==> config.mk <==
export PLATFORM = sky130hd
export DESIGN_NAME = seg_page_walker
export DESIGN_NICKNAME = d
export VERILOG_FILES = /design/src/rtl/walk_pkg.sv /design/src/rtl/walk_addr_gen.sv /design/src/rtl/pte_merge.sv /design/src/rtl/seg_page_walker.sv
export SDC_FILE = /design/constraint.sdc
export NUM_CORES = 1
export LEC_CHECK = 0
export ABC_AREA = 1
export BUFFER_PORTS_ARGS = -buffer_cell sky130_fd_sc_hd__buf_2
export CORE_MARGIN = 5
export CORE_UTILIZATION = 47
export CTS_CLUSTER_SIZE = 25
export DETAILED_ROUTE_END_ITERATION = 16
export PLACE_DENSITY = 0.86
export SYNTH_ARGS = -nofsm -noshare
export SYNTH_HDL_FRONTEND = slang
export SYNTH_SLANG_ARGS = --single-unit
==> constraint.sdc <==
create_clock -name clk -period 1.92 [get_ports clk]
set_clock_uncertainty 0.1 [all_clocks]
set_input_delay 0.288 -clock clk [delete_from_list [all_inputs] [get_ports clk]]
set_output_delay 0.288 -clock clk [all_outputs]
set_load 0.02 [all_outputs]
==> src/rtl/walk_pkg.sv <==
package walk_pkg;
  typedef enum logic [2:0] {
    ST_IDLE,
    ST_SEG,
    ST_PTE,
    ST_WB,
    ST_DONE
  } walk_state_e;

  localparam logic CAUSE_SEG  = 1'b0;
  localparam logic CAUSE_PAGE = 1'b1;
endpackage

==> src/rtl/walk_addr_gen.sv <==
module walk_addr_gen #(
  parameter int ADDR_W = 16,
  parameter int SEG_W  = 4,
  parameter int PAGE_W = 8
) (
  input  logic              pick_pte,
  input  logic [ADDR_W-1:0] tab_base,
  input  logic [SEG_W-1:0]  seg_idx,
  input  logic [ADDR_W-1:0] pt_base,
  input  logic [PAGE_W-1:0] page_idx,
  output logic [ADDR_W-1:0] addr
);
  logic [ADDR_W-1:0] seg_ext;
  logic [ADDR_W-1:0] page_ext;

  assign seg_ext  = {{(ADDR_W-SEG_W){1'b0}}, seg_idx};
  assign page_ext = {{(ADDR_W-PAGE_W){1'b0}}, page_idx};

  always_comb begin
    if (pick_pte) addr = pt_base + page_ext;
    else          addr = tab_base + seg_ext;
  end
endmodule

==> src/rtl/pte_merge.sv <==
module pte_merge #(
  parameter int DATA_W    = 32,
  parameter int REF_BIT   = 30,
  parameter int DIRTY_BIT = 29
) (
  input  logic [DATA_W-1:0] old_word,
  input  logic              is_write,
  output logic [DATA_W-1:0] new_word,
  output logic              changed
);
  always_comb begin
    new_word          = old_word;
    new_word[REF_BIT] = 1'b1;
    if (is_write) new_word[DIRTY_BIT] = 1'b1;
  end

  assign changed = (new_word != old_word);
endmodule

==> src/rtl/seg_page_walker.sv <==
module seg_page_walker
  import walk_pkg::*;
#(
  parameter int ADDR_W    = 16,
  parameter int DATA_W    = 32,
  parameter int SEG_W     = 4,
  parameter int PAGE_W    = 8,
  parameter int OFF_W     = 12,
  parameter int PPN_W     = 12,
  parameter int VALID_BIT = 31,
  parameter int REF_BIT   = 30,
  parameter int DIRTY_BIT = 29
) (
  input  logic                          clk,
  input  logic                          rst,
  input  logic                          req_valid,
  output logic                          req_ready,
  input  logic [SEG_W+PAGE_W+OFF_W-1:0] req_vaddr,
  input  logic                          req_write,
  input  logic [ADDR_W-1:0]             seg_base,
  output logic                          resp_valid,
  output logic                          resp_fault,
  output logic                          resp_cause,
  output logic [PPN_W+OFF_W-1:0]        resp_paddr,
  output logic                          mem_req,
  output logic                          mem_we,
  output logic [ADDR_W-1:0]             mem_addr,
  output logic [DATA_W-1:0]             mem_wdata,
  input  logic                          mem_ready,
  input  logic                          mem_rvalid,
  input  logic [DATA_W-1:0]             mem_rdata
);
  localparam int VA_W     = SEG_W + PAGE_W + OFF_W;
  localparam int PA_W     = PPN_W + OFF_W;
  localparam int PAGE_LSB = OFF_W;
  localparam int SEG_LSB  = OFF_W + PAGE_W;

  walk_state_e       state;
  logic              issued;
  logic [VA_W-1:0]   va_q;
  logic              wr_q;
  logic [ADDR_W-1:0] base_q;
  logic [ADDR_W-1:0] ptb_q;
  logic [DATA_W-1:0] wb_q;

  logic              in_read;
  logic              mem_accept;
  logic              rd_done;
  logic [DATA_W-1:0] merged;
  logic              needs_wb;

  // Memory-side controls come straight from state registers.
  assign in_read    = (state == ST_SEG) || (state == ST_PTE);
  assign mem_req    = (in_read && !issued) || (state == ST_WB);
  assign mem_we     = (state == ST_WB);
  assign mem_wdata  = wb_q;
  assign mem_accept = mem_req && mem_ready;
  // Data may arrive with the acceptance itself or any time later.
  assign rd_done    = in_read && mem_rvalid && (issued || mem_accept);

  assign req_ready  = (state == ST_IDLE);
  assign resp_valid = (state == ST_DONE);

  walk_addr_gen #(
    .ADDR_W (ADDR_W),
    .SEG_W  (SEG_W),
    .PAGE_W (PAGE_W)
  ) u_addr (
    .pick_pte (state != ST_SEG),
    .tab_base (base_q),
    .seg_idx  (va_q[SEG_LSB +: SEG_W]),
    .pt_base  (ptb_q),
    .page_idx (va_q[PAGE_LSB +: PAGE_W]),
    .addr     (mem_addr)
  );

  pte_merge #(
    .DATA_W    (DATA_W),
    .REF_BIT   (REF_BIT),
    .DIRTY_BIT (DIRTY_BIT)
  ) u_merge (
    .old_word (mem_rdata),
    .is_write (wr_q),
    .new_word (merged),
    .changed  (needs_wb)
  );

  always_ff @(posedge clk) begin
    if (rst) begin
      state      <= ST_IDLE;
      issued     <= 1'b0;
      va_q       <= '0;
      wr_q       <= 1'b0;
      base_q     <= '0;
      ptb_q      <= '0;
      wb_q       <= '0;
      resp_fault <= 1'b0;
      resp_cause <= 1'b0;
      resp_paddr <= '0;
    end else begin
      case (state)
        ST_IDLE: begin
          if (req_valid) begin
            va_q   <= req_vaddr;
            wr_q   <= req_write;
            base_q <= seg_base;
            issued <= 1'b0;
            state  <= ST_SEG;
          end
        end
        ST_SEG: begin
          if (rd_done) begin
            issued <= 1'b0;
            if (mem_rdata[VALID_BIT]) begin
              ptb_q <= mem_rdata[ADDR_W-1:0];
              state <= ST_PTE;
            end else begin
              resp_fault <= 1'b1;
              resp_cause <= CAUSE_SEG;
              resp_paddr <= '0;
              state      <= ST_DONE;
            end
          end else if (mem_accept) begin
            issued <= 1'b1;
          end
        end
        ST_PTE: begin
          if (rd_done) begin
            issued <= 1'b0;
            if (!mem_rdata[VALID_BIT]) begin
              resp_fault <= 1'b1;
              resp_cause <= CAUSE_PAGE;
              resp_paddr <= '0;
              state      <= ST_DONE;
            end else begin
              resp_fault <= 1'b0;
              resp_cause <= 1'b0;
              resp_paddr <= {mem_rdata[PPN_W-1:0], va_q[OFF_W-1:0]};
              wb_q       <= merged;
              state      <= needs_wb ? ST_WB : ST_DONE;
            end
          end else if (mem_accept) begin
            issued <= 1'b1;
          end
        end
        ST_WB: begin
          if (mem_ready) state <= ST_DONE;
        end
        ST_DONE: state <= ST_IDLE;
        default: state <= ST_IDLE;
      endcase
    end
  end


  mem_hold_chk: assert property (@(posedge clk) disable iff (rst)
    (mem_req && !mem_ready) |=> (mem_req && $stable(mem_addr) && $stable(mem_we) && $stable(mem_wdata)));


  resp_pulse_chk: assert property (@(posedge clk) disable iff (rst)
    resp_valid |=> (!resp_valid && req_ready));


  idle_quiet_chk: assert property (@(posedge clk) disable iff (rst)
    req_ready |-> !mem_req);


  wb_ref_set_chk: assert property (@(posedge clk) disable iff (rst)
    (mem_req && mem_we) |-> mem_wdata[REF_BIT]);


  seg_fault_origin_chk: assert property (@(posedge clk) disable iff (rst)
    (resp_valid && resp_fault && (resp_cause == CAUSE_SEG)) |-> ($past(state) == ST_SEG));


  page_fault_nowb_chk: assert property (@(posedge clk) disable iff (rst)
    (resp_valid && resp_fault && (resp_cause == CAUSE_PAGE)) |-> ($past(state) == ST_PTE));
endmodule

==> results.md <==
* Outcome: complete, but fails checks
* Violated checks: setup timing
* Max-cap viol count at 0
* Area of the multi-input gates at 3250 um^2
* Later-pin clock latency in the skew report at 0.42 ns
* Worst path slowest cell: dfxtp_4
* Slew Limit Fails at 0
* Final #Nets at 1041
* Io pins at 156
* FF+latch count, synth at 118
* CTS tree: done
* Yosys cell types at 36
* Synth Warn # at 0
* Post-route ant nets at 0
* Initial core utilization at 48.6%
* First-pass DRT Iterations at 5
* Switching share of power at 37.8%
* Met2 GRT Util at 43.2%
* Filler cells at 731
* Peak supply drop at 1.15 mV
* Initial antenna violation count at 0
* Worst Path Arrival at 2.32 ns
* Mapped Area at 5310 um^2
* Internal power at 6.58 mW
* Via count at 6303
* DR WL/cell at 19.3 um
* Number of DRC markers in iteration 0 at 643
* Clock buffer count from CTS at 17
* Worst-path fanout max at 4
* Global route overflow at 0
* Sequential power share at 29.4%
* # DRC at 0
* Setup ws final at -0.783 ns
* GRT met3 Usage at 6.27%
* Worst R2R Setup Slack at 0.04 ns
* Number of synthesized flops with an enable pin at 0
* Pwr/cell area at 1280 nW/um^2
* Dpl hpwl at 11200 um
* Clk sinks at 118
* Net Count, Synth at 836
* NetSw at 3.99 mW
* Critical Path Sink Type: output port
* Worst r2r dst: ptb_q[8]$_SDFFE_PP0P_
* Final setup viols at 15
* Asr flop ratio synth at 0%
* Clk pin slew, worst setup/hold paths at 0.06 ns
* Largest net degree at the start of global routing at 68
* CP endpoint: mem_addr[12]
* Worst path max stage delay at 0.35 ns
* Die area at 13500 um^2
* Hold Violations, Final at 0
* R2r startpoint: state[2]$_SDFFE_PP0P_
* Final cell count without fillers at 1101
* Critical path cell sequence: ha_4 -> buf_6 -> nand3_4 -> nand2_4 -> nand2_4 -> nor2_2 -> nand2_2 -> o21ai_2 -> o211ai_1 -> nand2_2 -> buf_6
* Unrepaired setup endpoints after global routing: yes
* DP Cell Count at 1043
* Commonest non-fill, non-tap cell in the layout: nand2_1
* Clock power frac at 30.8%
* H-Tree Depth at 4
* Worst setup SP type: flip-flop
* First-pass GRT wire length at 26600 um
* CTS Buffer Depth at 2
* Peak Freq at 370 MHz
* Slew at the pin with the worst max-slew slack at 0.389 ns
* Vias per cell at 5.72
* Core Region at 10900 um^2
* Site Rows at 38
* P_leak at 3.58 nW
* Post-layout min period at 2.70 ns
* Power, Total at 10.6 mW
* # diodes at 0
* Main synth FF type: dfxtp_1
* Post-Syn Instances at 744
* Syn avg cell area at 7.14 um^2
* GR peak layer: met2
* Root buffer cell: clkbuf_16
* Seq/Total Area, Yosys at 44.5%
* Tot GR Track Use at 24.9%
* Vias in the first global route at 5617
* Port bufs at 155
* Reg2reg path depth at 13
* Kind of critical path: flip-flop to output port
* GP Congestion at 0.938
* Layout cells sized above 1 at 41.8%
* Sequential cell area at 2400 um^2
* Comb power frac at 39.8%
* WL final at 21300 um
* Launch point of the worst path: base_q[2]$_SDFFE_PP0P_
* Critical path data required time at 1.53 ns
* Most frequent cells in the layout: nand2_1 (152), buf_2 (140), a21oi_1 (97)
* Met1 usage at 28.9%
* Final critical-path share of the clock period at 141%
* Chip height at 116 um
* Die W at 116 um
* Worst hold slack at 0.00837 ns
* Slew margin rel. at 74.0%
* Worst Hold Class: primary input to flip-flop
* Area grow syn2layout at 55.0%
[synth_stat cells (3+ instances only)]
master,number,share of area [%]
buf_2,7,0.66
a21oi_1,108,10
nor2_1,79,5.6
xnor2_1,3,0.49
nor3_1,7,0.66
dfxtp_1,118,44
nand3_1,28,2.6
inv_1,53,3.7
ha_1,12,2.8
nand4_1,13,1.5
nand2_1,185,13
clkbuf_1,24,1.7
xor2_1,5,0.82
o21ai_0,67,6.3
nand2_2,4,0.47
buf_4,6,0.85
[flip-flops by register name (all words and copies together), names as in the netlist]
name / cells
resp_paddr: 24
resp_cause: 1
ptb_q: 16
state: 3
base_q: 16
issued: 1
wr_q: 1
mem_wdata: 31
va_q: 24
resp_fault: 1
[cell families (layout without fill, tap and decap cells)]
kind of cell | count (synthesis) | count (layout) | share of synthesized area, %
and+or+nand+nor | 326 | 326 | 25.5
AOI/OAI and AO/OA | 184 | 184 | 17.7
DFF | 118 | 118 | 44.5
buffers and inverters | 94 | 311 | 7.37
adders and majority gates | 14 | 14 | 3.58
xor gates and xnor gates | 8 | 8 | 1.32
[how the worst min path moves through the flow]
stage / end / slack [ns] / cells past startpoint / start
finish: ptb_q[15]$_SDFFE_PP0P_ / 0.008 / 3 / mem_rdata[15]
global route: mem_wdata[22]$_SDFFE_PP0P_ / 0.02 / 3 / mem_rdata[22]
CTS: base_q[1]$_SDFFE_PP0P_ / 0.003 / 3 / seg_base[1]
detailed placement: va_q[6]$_SDFFE_PP0P_ / 0.34 / 2 / va_q[6]$_SDFFE_PP0P_
global placement: va_q[8]$_SDFFE_PP0P_ / 0.34 / 2 / va_q[8]$_SDFFE_PP0P_
floorplan: base_q[0]$_SDFFE_PP0P_ / 0.32 / 2 / seg_base[0]
[final cells by class]
cell class,count,share of cell area [%]
multi-input cells,532,39.4
flip-flops and latches,118,29.2
repair buffers,225,19.3
clock buffers,18,5.34
inverters,55,2.69
well taps,140,2.13
clock inverters,13,1.92
[routing by layer]
metal	vias up	part of all wire (%)
li1	2855	-
met5	-	0
met3	152	9.1
met4	0	7.5
met1	2895	36
met2	401	48
[power groups by stage]
stage	clock network (mW)	logic, mW	registers [mW]
2_1_floorplan	0	1.81	2.99
5_1_grt	3.37	4.45	3.12
3_3_place_gp	0	2.80	2.99
4_1_cts	3.21	3.14	3.03
6_report	3.25	4.21	3.10
3_5_place_dp	0	2.84	3.01
[repair_timing]
item,in CTS,in global routing
hold endpoints to repair,3,0
setup buffers,5,17
gates cloned,0,4
resized for setup,111,103
pin swaps,41,43
hold buffers,3,0
setup endpoints to repair,16,74
[critical path: cells and delay by family (launching register included)]
family,cells,cell delay [ns]
adder cells (fa/ha/maj),1,0.35
AO/OA/AOI/OAI,2,0.31
flip-flops,1,0.35
AND/OR/NAND/NOR,6,0.63
buffers and inverters,2,0.24
[per-stage QoR]
step | TNS (ns) | instance area, um^2 | utilization, % | worst slack [ns]
after floorplan | 0 | 5370 | - | 0.000759
after global placement | -1.44 | 6560 | 60.0 | -0.193
after detailed placement | -1.77 | 6560 | 60.0 | -0.231
after CTS | -6.38 | 7600 | 69.5 | -0.550
after global routing | -9.83 | 8230 | 75.3 | -0.816
final | -9.22 | 8230 | 75.3 | -0.783
(Power assumes the default switching activity.)
